$ cat src/rtl/fib_pkg.sv
package fib_pkg;
    localparam int IDX_W_DEF = 4;
    localparam int RES_W_DEF = 10;

    typedef enum logic [1:0] {
        PH_IDLE = 2'd0,
        PH_STEP = 2'd1,
        PH_DONE = 2'd2
    } fib_phase_e;

    localparam int SEED_LO = 0;
    localparam int SEED_HI = 1;
endpackage

$ cat src/rtl/fib_step_ctrl.sv
module fib_step_ctrl
    import fib_pkg::*;
#(
    parameter int IDX_W = IDX_W_DEF
) (
    input  logic             clk,
    input  logic             rst,
    input  logic             start,
    input  logic [IDX_W-1:0] n_in,
    output logic             step_en,
    output logic             done
);
    fib_phase_e       phase_q;
    logic [IDX_W-1:0] cnt_q;
    logic [IDX_W-1:0] tgt_q;
    logic [IDX_W-1:0] cnt_nxt;
    logic             hit_nxt;

    assign cnt_nxt = cnt_q + 1'b1;
    assign hit_nxt = (cnt_nxt == tgt_q);

    always_ff @(posedge clk) begin
        if (rst) begin
            phase_q <= PH_IDLE;
            cnt_q   <= '0;
            tgt_q   <= '0;
        end else if (start) begin
            tgt_q   <= n_in;
            cnt_q   <= '0;
            phase_q <= (n_in == '0) ? PH_DONE : PH_STEP;
        end else if (phase_q == PH_STEP) begin
            cnt_q <= cnt_nxt;
            if (hit_nxt) phase_q <= PH_DONE;
        end
    end

    assign step_en = (phase_q == PH_STEP) && !start;
    assign done    = (phase_q == PH_DONE);

    // while stepping the counter stays below the target
    p_cnt_below_r4: assert property (@(posedge clk) disable iff (rst)
        (phase_q == PH_STEP) |-> (cnt_q < tgt_q));

    // the latched index only moves on a start edge
    p_idx_hold_r9: assert property (@(posedge clk) disable iff (rst)
        !start |=> $stable(tgt_q));

    // a zero index finishes at once
    p_zero_idx_r6: assert property (@(posedge clk) disable iff (rst)
        (start && n_in == '0) |=> done);
endmodule

$ cat src/rtl/fib_pair_reg.sv
module fib_pair_reg
    import fib_pkg::*;
#(
    parameter int RES_W = RES_W_DEF
) (
    input  logic             clk,
    input  logic             rst,
    input  logic             seed,
    input  logic             step_en,
    output logic [RES_W-1:0] result
);
    logic [RES_W-1:0] lo_q, hi_q;
    logic [RES_W-1:0] lo_d, hi_d;
    logic             load;

    // seed multiplexer in front of the recurrence adder
    always_comb begin
        if (seed) begin
            lo_d = RES_W'(SEED_LO);
            hi_d = RES_W'(SEED_HI);
        end else begin
            lo_d = hi_q;
            hi_d = lo_q + hi_q;
        end
    end

    assign load = seed || step_en;

    always_ff @(posedge clk) begin
        if (rst) begin
            lo_q <= RES_W'(SEED_LO);
            hi_q <= RES_W'(SEED_HI);
        end else if (load) begin
            lo_q <= lo_d;
            hi_q <= hi_d;
        end
    end

    assign result = lo_q;

    // a step shifts the upper term down into the result
    p_step_shift_r3: assert property (@(posedge clk) disable iff (rst)
        (step_en && !seed) |=> (lo_q == $past(hi_q)));

    // seeding restarts the sequence at zero
    p_seed_zero_r2: assert property (@(posedge clk) disable iff (rst)
        seed |=> (lo_q == '0 && hi_q == RES_W'(1)));
endmodule

$ cat src/rtl/fib_halt_seq.sv
module fib_halt_seq
    import fib_pkg::*;
#(
    parameter int IDX_W = IDX_W_DEF,
    parameter int RES_W = RES_W_DEF
) (
    input  logic             clk,
    input  logic             rst,
    input  logic             start,
    input  logic [IDX_W-1:0] n_in,
    output logic [RES_W-1:0] result,
    output logic             done
);
    logic step_en;

    fib_step_ctrl #(.IDX_W(IDX_W)) u_ctrl (
        .clk     (clk),
        .rst     (rst),
        .start   (start),
        .n_in    (n_in),
        .step_en (step_en),
        .done    (done)
    );

    fib_pair_reg #(.RES_W(RES_W)) u_pair (
        .clk     (clk),
        .rst     (rst),
        .seed    (start),
        .step_en (step_en),
        .result  (result)
    );

    // reset clears outputs
    p_reset_clear_r1: assert property (@(posedge clk)
        rst |=> (result == '0 && !done));

    // finished value holds until restarted
    p_hold_value_r5: assert property (@(posedge clk) disable iff (rst)
        (done && !start) |=> (done && $stable(result)));

    // a nonzero index is never done right after start
    p_not_early_r4: assert property (@(posedge clk) disable iff (rst)
        (start && n_in != '0) |=> !done);

    // start always reseeds the result
    p_restart_r7: assert property (@(posedge clk) disable iff (rst)
        start |=> (result == '0));
endmodule

$ cat config.mk
export PLATFORM = sky130hd
export DESIGN_NAME = fib_halt_seq
export DESIGN_NICKNAME = d
export VERILOG_FILES = /design/src/rtl/fib_pkg.sv /design/src/rtl/fib_step_ctrl.sv /design/src/rtl/fib_pair_reg.sv /design/src/rtl/fib_halt_seq.sv
export SDC_FILE = /design/constraint.sdc
export NUM_CORES = 1
export LEC_CHECK = 0
export BUFFER_PORTS_ARGS = -buffer_cell sky130_fd_sc_hd__buf_2
export CAP_MARGIN = 20
export CELL_PAD_IN_SITES_DETAIL_PLACEMENT = 2
export CELL_PAD_IN_SITES_GLOBAL_PLACEMENT = 2
export CORE_ASPECT_RATIO = 1.4
export CORE_MARGIN = 2
export CORE_UTILIZATION = 32
export CTS_BUF_LIST = sky130_fd_sc_hd__clkbuf_4
export CTS_CLUSTER_SIZE = 12
export DETAILED_ROUTE_END_ITERATION = 8
export GPL_TIMING_DRIVEN = 0
export PLACE_DENSITY = 0.79
export SLEW_MARGIN = 20
export SYNTH_ARGS = -nofsm -noshare
export SYNTH_HDL_FRONTEND = slang
export SYNTH_SLANG_ARGS = --single-unit
export TNS_END_PERCENT = 30
$ cat constraint.sdc
create_clock -name clk -period 1.7 [get_ports clk]
set_input_delay 0.17 -clock clk [delete_from_list [all_inputs] [get_ports clk]]
set_output_delay 0.17 -clock clk [all_outputs]
set_load 0.05 [all_outputs]
* Word level (Yosys, flattened, before mapping)
Cells that the tools add are included.
** Operators by class
- $add $sub $neg :: 2
- Eq/ne operators :: 3
- Muxes and demuxes :: 6
- Reduce and logical (&&, ||, !) cells :: 8
** Operators with widths (number)
- two-way mux 10 bit :: 2
- adder 10 bit :: 1
- two-way mux 2 bit :: 4
- adder 4 x 1 -> 4 bit (second input constant) :: 1
- == test 4 bit :: 1
- zero test 4 bit :: 1
- nonzero test 2 bit :: 2
- == test 2 x 1 -> 1 bit (second input constant) :: 1
- == test 2 bit (second input constant) :: 1
- AND reduction 2 bit :: 1
- OR reduction 2 bit :: 1
- logical AND 1 bit :: 1
- zero test 1 bit :: 1
- logical OR 1 bit :: 1
** Word-level totals
- Register bits after elaboration :: 30
- Bits of input ports :: 7
- Logic and storage cells :: 24

* Longest topological paths before layout
Gate-level depths: netlist of the first run.
- Depth after elaboration :: 5
- Mapped depth :: 8
- Mapped depth without buffers :: 8

* Hierarchy
A second synthesis of the first run with hierarchy kept.
** Second synthesis, totals
- Cells, all modules :: 172
- Area, all modules :: 1585.3 um2
** Modules (own cells, without submodules)
- fib_pair_reg :: instances 1, cells an instance 121, area an instance 1108.6 um2, sequential area each 400.4 um2
- fib_step_ctrl :: instances 1, cells an instance 51, area an instance 476.7 um2, sequential area each 200.2 um2

* Worst setup path after synthesis of the first run
Ideal clock, no wire load.
- Kind :: register to register
- Start :: register u_pair.lo_q[0], in the netlist u_pair.result[0]
- End :: register u_pair.hi_q[6]
- Arrival time :: 2.144 ns
- Path slack :: -0.566 ns
- Stages on the path, launching flop included :: 9
- Path buffers :: 0
- Clock period less this slack :: 2.266 ns
- Cells stage by stage :: dfxtp_1 > ha_1 > inv_1 > fa_1 > nand2b_1 > a21oi_1 > or2_0 > a211oi_1 > a221o_1
** Between the ends
- Word-level cells in the longest chain between the ends :: 2
** RTL lines
- start, declared :: RTL line fib_pair_reg.sv:12 : logic [RES_W-1:0] lo_q, hi_q;
- start signal, assigned :: RTL line fib_pair_reg.sv:31 : lo_q <= RES_W'(SEED_LO);
- start signal, assigned :: RTL line fib_pair_reg.sv:34 : lo_q <= lo_d;
- adder 10 bit :: RTL line fib_pair_reg.sv:23 : hi_d = lo_q + hi_q;
- two-way mux 10 bit :: RTL line fib_pair_reg.sv:18 : if (seed) begin
- end signal, assigned :: RTL line fib_pair_reg.sv:32 : hi_q <= RES_W'(SEED_HI);
- end signal, assigned :: RTL line fib_pair_reg.sv:35 : hi_q <= hi_d;
- end, declared :: RTL line fib_pair_reg.sv:12
Every way passes these cells.
A chain may end at the register's enable or synchronous reset.

* Worst setup path in the final report of the first run
- Start :: register u_pair.hi_q[0]
- End :: register u_pair.hi_q[6]
** Between the ends
- Word-level cells in the longest chain between the ends :: 2
** RTL lines (RTL line)
- adder 10 bit :: fib_pair_reg.sv:23
- two-way mux 10 bit :: fib_pair_reg.sv:18
Every way passes these cells.

==> results.md, run 1 <==
* Status: finished, violations left
* Failing checks: setup timing
* Most common library cell in the layout ignoring fill and taps: nand2_1
* I/O pin cnt at 18
* Congestion Overflow GR at 0
* Initial Util at 33.3%
* Top-area cell type share of the netlist area at 37.3%
* Startpoint Class: register
* Crit path time final at 1840 ps
* Switching Power at 383 µW
* Drt wl/cell at 17.0 µm
* DRC violations left at 0
* Unique cell type count in the Yosys netlist at 44
* Crit-path cells: ha_4 -> inv_2 -> fa_2 -> nand2b_4 -> a21oi_4 -> or2_1 -> a211oi_2 -> a221o_1
* RSZ-0062 raised after global routing: yes
* Layout cell share with drive strength beyond 1 at 28.4%
* Async SR Flop Fraction at 0%
* Post-Route WL at 4870 µm
* P_int at 1070 µW
* Die span in x at 64.0 µm
* Routability congestion estimate at 0.773
* DRT Pass-1 Iters at 4
* Setup CP Type: reg2reg
* Synth Net Count at 212
* Period utilization at 108%
* Area growth, synth to finish at 23.8%
* EDFF count, synth at 0
* Rows at 30
* PD cells at 728 mW/mm²
* Hold WC Path Type: in2reg
* Routed Antenna Nets at 0
* Antenna Cells at 0
* Seq/Total Area, Yosys at 37.3%
* Slew margin rel. at 67.2%
* Slack of the critical path at -137 ps
* Vias/cell at 5.31
* Switching part of the total at 26.4%
* Critical path fanouts, max at 3
* Initial antenna violation count at 0
* Port bufs at 16
* Final Hold Vio Count at 0
* Slowest stage cell, crit path: dfxtp_2
* Clock Tree Root: clkbuf_4
* Layout Skew at 13.3 ps
* Gate power share at 9.3%
* Final setup viols at 6
* Register area at 623 µm²
* Filler cells at 556
* CP Data Arrival Time at 2080 ps
* Placed Area at 0.00182 mm²
* CTS tree: built
* Nets at 239
* Top cell type by total area after synthesis: dfxtp_1
* Synth Flop Type: dfxtp_1
* Via Count at 1518
* Max-slew violation count at 0
* Syn_area_per_cell at 8.30 µm²
* Crit. End Element: register
* Maximum VDD drop at 424 µV
* Synth Cell Area at 0.00161 mm²
* CTS HTree Levels at 2
* Multi-input logic area at 0.00103 mm²
* Final Cell Area at 0.00199 mm²
* Total Die Area at 0.00562 mm²
* Leakage at 0.000840 µW
* Commonest non-fill, non-tap cells in the layout: nand2_1 (33), a21oi_1 (21), buf_2 (19), dfxtp_1 (18), nor2_1 (17)
* CORE AREA at 0.00484 mm²
* Cells after DPL at 274
* Max cap viols at 0
* Top cells by area, synth: dfxtp_1 (37%), ha_1 (7.8%), nand2_1 (7.7%), a21oi_1 (6.8%), nor2_1 (4.0%)
* Clock Latency Late Sink at 350 ps
* Seq cells post-synth at 30
* Largest net degree at the start of global routing at 12
* Tot GR Track Use at 19.1%
* CTS max path bufs at 2
* Fmax at 0.544 GHz
* Clk pwr share at 41.0%
* Mapped Cells at 194
* Sink Count at 30
* Worst slew pin tran at 492 ps
* Synth warn at 0
* Vias in the first global route at 1691
* Die H at 87.9 µm
* Initial DRC count at 33
* Post-Layout Cell Count at 286
* Sequential share of power at 49.8%
* Worst hold slack at 71.1 ps
* Global-route wire length before repair at 8040 µm
* TritonCTS buffer count at 5
* Crit-path max cell delay at 370 ps
* Clock-pin slew on the worst setup and hold paths at 110 ps
* Data required, critical path at 1940 ps
* Final HPWL DP at 3600 µm
[logic make-up (layout without fill, tap and decap cells)]
logic type,count (synthesis),count (layout),synth area share (%)
buffers and inverters,14,42,3.89
flip-flops,30,30,37.3
multiplexers,6,6,3.81
adder cells (fa/ha/maj),11,11,9.01
AO/OA/AOI/OAI,47,47,18.8
AND/OR/NAND/NOR,78,78,22.8
XOR/XNOR,8,8,4.35
[through the flow]
step	utilization (%)	setup TNS (ps)	setup WS, ps	power, µW
2_1_floorplan	-	-377	-160	820
3_3_place_gp	37.6	-896	-214	858
3_5_place_dp	37.6	-2050	-283	868
4_1_cts	40.2	-618	-152	1470
5_1_grt	41.2	-1510	-219	1520
6_report	41.2	-513	-137	1450
[power groups by stage]
stage | combinational [µW] | clock, µW | sequential (µW)
floorplan | 80.7 | 0 | 740
global placement | 120 | 0 | 738
detailed placement | 129 | 0 | 739
CTS | 134 | 615 | 723
global route | 151 | 641 | 725
finish | 134 | 595 | 722
[layer usage]
layer	global-route usage (%)	part of all wire [%]
met1	18.8	38
met2	38.3	58
met3	4.11	2.8
met4	7.11	1.5
met5	0	0
[synthesized netlist by cell type, drive strengths merged (2+ instances only)]
| cell | n |
|---|---|
| mux2i | 5 |
| o21ai | 4 |
| a21o | 3 |
| xor2 | 3 |
| nand3 | 6 |
| a31oi | 2 |
| nor2b | 2 |
| dfxtp | 30 |
| nand2 | 33 |
| a21oi | 22 |
| nor3 | 2 |
| clkbuf | 4 |
| xnor2 | 5 |
| and3 | 3 |
| a211o | 3 |
| nand4 | 3 |
| nor2 | 17 |
| inv | 5 |
| ha | 10 |
| a211oi | 4 |
| buf | 5 |
| nand2b | 4 |
| and2 | 2 |
| or2 | 2 |
[path summary, 6_finish.rpt]
path / start / to / slack, ps / cells past startpoint
setup reg to reg: u_pair.hi_q[0] / u_pair.hi_q[6] / -140 / 8
hold / removal: rst / u_ctrl.tgt_q[3] / 70 / 2
setup / recovery: u_pair.hi_q[0] / u_pair.hi_q[6] / -140 / 8
hold reg to reg: u_pair.result[4] / u_pair.result[4] / 480 / 2
[flip-flops by register name (all words and copies together) (netlist names)]
name            count
u_ctrl.cnt_q        4
u_ctrl.phase_q      2
u_ctrl.tgt_q        4
u_pair.hi_q        10
u_pair.result      10
[layout make-up]
| type | instances | area share [%] |
|---|---|---|
| Inverter | 5 | 0.942 |
| Clock inverter | 3 | 2.20 |
| Multi-Input combinational cell | 150 | 51.5 |
| Sequential cell | 30 | 31.3 |
| Timing Repair Buffer | 22 | 6.28 |
| Tap cell | 64 | 4.02 |
| Buffer | 7 | 1.95 |
| Clock buffer | 5 | 1.88 |
[worst max-delay path, delay by kind of cell, from the launching register on]
| family | cells | cell delay [ps] |
|---|---|---|
| flip-flops | 1 | 370 |
| AO/OA/AOI/OAI | 3 | 500 |
| AND/OR/NAND/NOR | 2 | 320 |
| buffers and inverters | 1 | 40 |
| adder cells (fa/ha/maj) | 2 | 480 |
[what timing repair did]
action / in CTS / in global routing
resized for setup: 9 / 8
pin swaps: 4 / 6
hold buffers: 0 / 0
endpoints found under the setup margin: 18 / 14
setup buffers: 3 / 3
hold endpoints to repair: 0 / 0
Note: power is estimated with default switching activity, not from simulation.
==> run 2: changes to the inputs <==
Settings changed: PLACE_DENSITY 0.79 to 0.84.
==> run 2 against run 1 <==
Compared with the run above: the run still ends with setup timing left; final area grew 4.5%; global-route usage is 0.29 points lower; combinational power barely moved; first-iteration DRC count shrank 15%; worst hold slack about the same; critical path type unchanged; largest power group unchanged.
==> results.md, run 2 (same netlist as run 1, synthesis figures left out) <==
* Largest net degree at the start of global routing at 11 (was 12)
* Status: finished, violations left (unchanged)
* RSZ-0062 raised after global routing: yes (unchanged)
* Failing checks: setup timing (unchanged)
* Global-route wire length before repair at 8000 µm (was 8040 µm)
* Max-slew violation count at 0 (unchanged)
* Antenna Cells at 0 (unchanged)
* Vias in the first global route at 1631 (was 1691)
* DRT Pass-1 Iters at 4 (unchanged)
* Via Count at 1512 (was 1518)
* Nets at 242 (was 239)
* Tot GR Track Use at 18.8% (was 19.1%)
* Period utilization at 107% (was 108%)
* Vias/cell at 5.23 (was 5.31)
* Slack of the critical path at -116 ps (was -137 ps)
* # hold bufs at CTS at 0 (unchanged)
* Startpoint Class: register (unchanged)
* Commonest non-fill, non-tap cells in the layout: nand2_1 (33), buf_2 (19), a21oi_1 (19), dfxtp_1 (18), nor2_1 (16) (was nand2_1 (33), a21oi_1 (21), buf_2 (19), dfxtp_1 (18), nor2_1 (17))
* CP Data Arrival Time at 2050 ps (was 2080 ps)
* Area growth, synth to finish at 29.4% (was 23.8%)
* Layout Skew at 14.6 ps (was 13.3 ps)
* Initial Util at 33.3% (unchanged)
* Crit path time final at 1820 ps (was 1840 ps)
* Most common library cell in the layout ignoring fill and taps: nand2_1 (unchanged)
* TritonCTS buffer count at 5 (unchanged)
* Post-Route WL at 4990 µm (was 4870 µm)
* Die H at 87.9 µm (unchanged)
* Filler cells at 544 (was 556)
* Routability congestion estimate at 0.794 (was 0.773)
* Critical path fanouts, max at 3 (unchanged)
* Routed Antenna Nets at 0 (unchanged)
* DRC violations left at 0 (unchanged)
* Post-Layout Cell Count at 289 (was 286)
* Slew margin rel. at 66.4% (was 67.2%)
* Final Hold Vio Count at 0 (unchanged)
* Fmax at 0.551 GHz (was 0.544 GHz)
* Maximum VDD drop at 429 µV (was 424 µV)
* Total Die Area at 0.00562 mm² (unchanged)
* Clock Latency Late Sink at 350 ps (about the same)
* CTS tree: built (unchanged)
* Sink Count at 30 (unchanged)
* Layout cell share with drive strength beyond 1 at 34.2% (was 28.4%)
* Hold WC Path Type: in2reg (unchanged)
* CTS HTree Levels at 2 (unchanged)
* Initial antenna violation count at 0 (unchanged)
* Setup TNS at -333 ps (was -513 ps)
* Leakage at 0.000857 µW (was 0.000840 µW)
* Clock-pin slew on the worst setup and hold paths at 100 ps (was 110 ps)
* Initial DRC count at 28 (was 33)
* Data required, critical path at 1940 ps (about the same)
* Port bufs at 16 (unchanged)
* Congestion Overflow GR at 0 (unchanged)
* CTS max path bufs at 2 (unchanged)
* I/O pin cnt at 18 (unchanged)
* CORE AREA at 0.00484 mm² (unchanged)
* Max cap viols at 0 (unchanged)
* R2R depth at 8 (unchanged)
* Hold path cells at 2 (unchanged)
* Multi-input logic area at 0.00112 mm² (was 0.00103 mm²)
* Final HPWL DP at 3350 µm (was 3600 µm)
* Cells after DPL at 274 (unchanged)
* Die span in x at 64.0 µm (unchanged)
* Rows at 30 (unchanged)
* Register area at 626 µm² (was 623 µm²)
* Clock Tree Root: clkbuf_4 (unchanged)
* Setup CP Type: reg2reg (unchanged)
* Final setup viols at 6 (unchanged)
* Placement Setup Slack at -274 ps (was -283 ps)
* PD cells at 620 mW/mm² (was 728 mW/mm²)
* Worst slew pin tran at 504 ps (was 492 ps)
* Crit. End Element: register (unchanged)
* Drt wl/cell at 17.3 µm (was 17.0 µm)
==> run 2: cell count changes in the layout (fill, tap and decap cells not counted), sizes merged <==
| cell | previous run | this run |
|---|---|---|
| clkinv | 0 | 2 |
| buf | 27 | 30 |
| inv | 6 | 5 |
| bufinv | 1 | 0 |
==> run 2: final timing paths <==
kind | startpoint | endpoint | slack (ps)
max | u_pair.hi_q[0] | u_pair.hi_q[6] | -120
max reg2reg | u_pair.hi_q[0] | u_pair.hi_q[6] | -120
min | rst | u_ctrl.phase_q[0] | 70
min reg2reg | u_pair.result[4] | u_pair.result[4] | 470
==> run 2: metal layers <==
metal,wire (µm),global-route usage (%)
met1,2010,20.3
met4,84,7.91
met3,111,3.08
met5,0,0
met2,2790,35.8
==> run 2: final cells by class <==
class	instances	share of cell area (%)
Sequential cell	30	30.0
Inverter	5	0.901
Multi-Input combinational cell	150	53.6
Clock inverter	3	0.781
Clock buffer	5	1.80
Buffer	7	1.92
Timing Repair Buffer	25	7.09
Tap cell	64	3.84
==> run 2: where the power goes <==
| group | internal [µW] | switching [µW] |
|---|---|---|
| clock | 153 | 284 |
| combinational | 47.2 | 84.6 |
| sequential | 710 | 10.9 |
==> run 2: critical path: stages, from the launching register on <==
cell and delay (ps):
dfxtp_4 380, ha_4 150, inv_2 40, fa_2 360
nand2b_4 160, a21oi_4 150, or2_1 140, a211oi_1 70
a221o_1 250
==> run 2: what timing repair did <==
item | in CTS | in global routing
endpoints found under the setup margin | 18 | 14
endpoints found under the hold margin | 0 | 0
pin swaps | 12 | 1
resized for setup | 24 | 11
gates cloned | 0 | 0
setup buffers | 8 | 1
==> run 2: metrics by stage <==
stage / instance area (µm²) / total power [µW] / hold slack (ps) / utilization [%]
floorplan: 1660 / 820 / 239 / -
CTS: 2030 / 1310 / 60.8 / 42.0
global route: 2080 / 1340 / 74.3 / 43.0
detailed placement: 1820 / 865 / 436 / 37.6
finish: 2080 / 1290 / 71.0 / 43.0
global placement: 1820 / 860 / 426 / 37.6
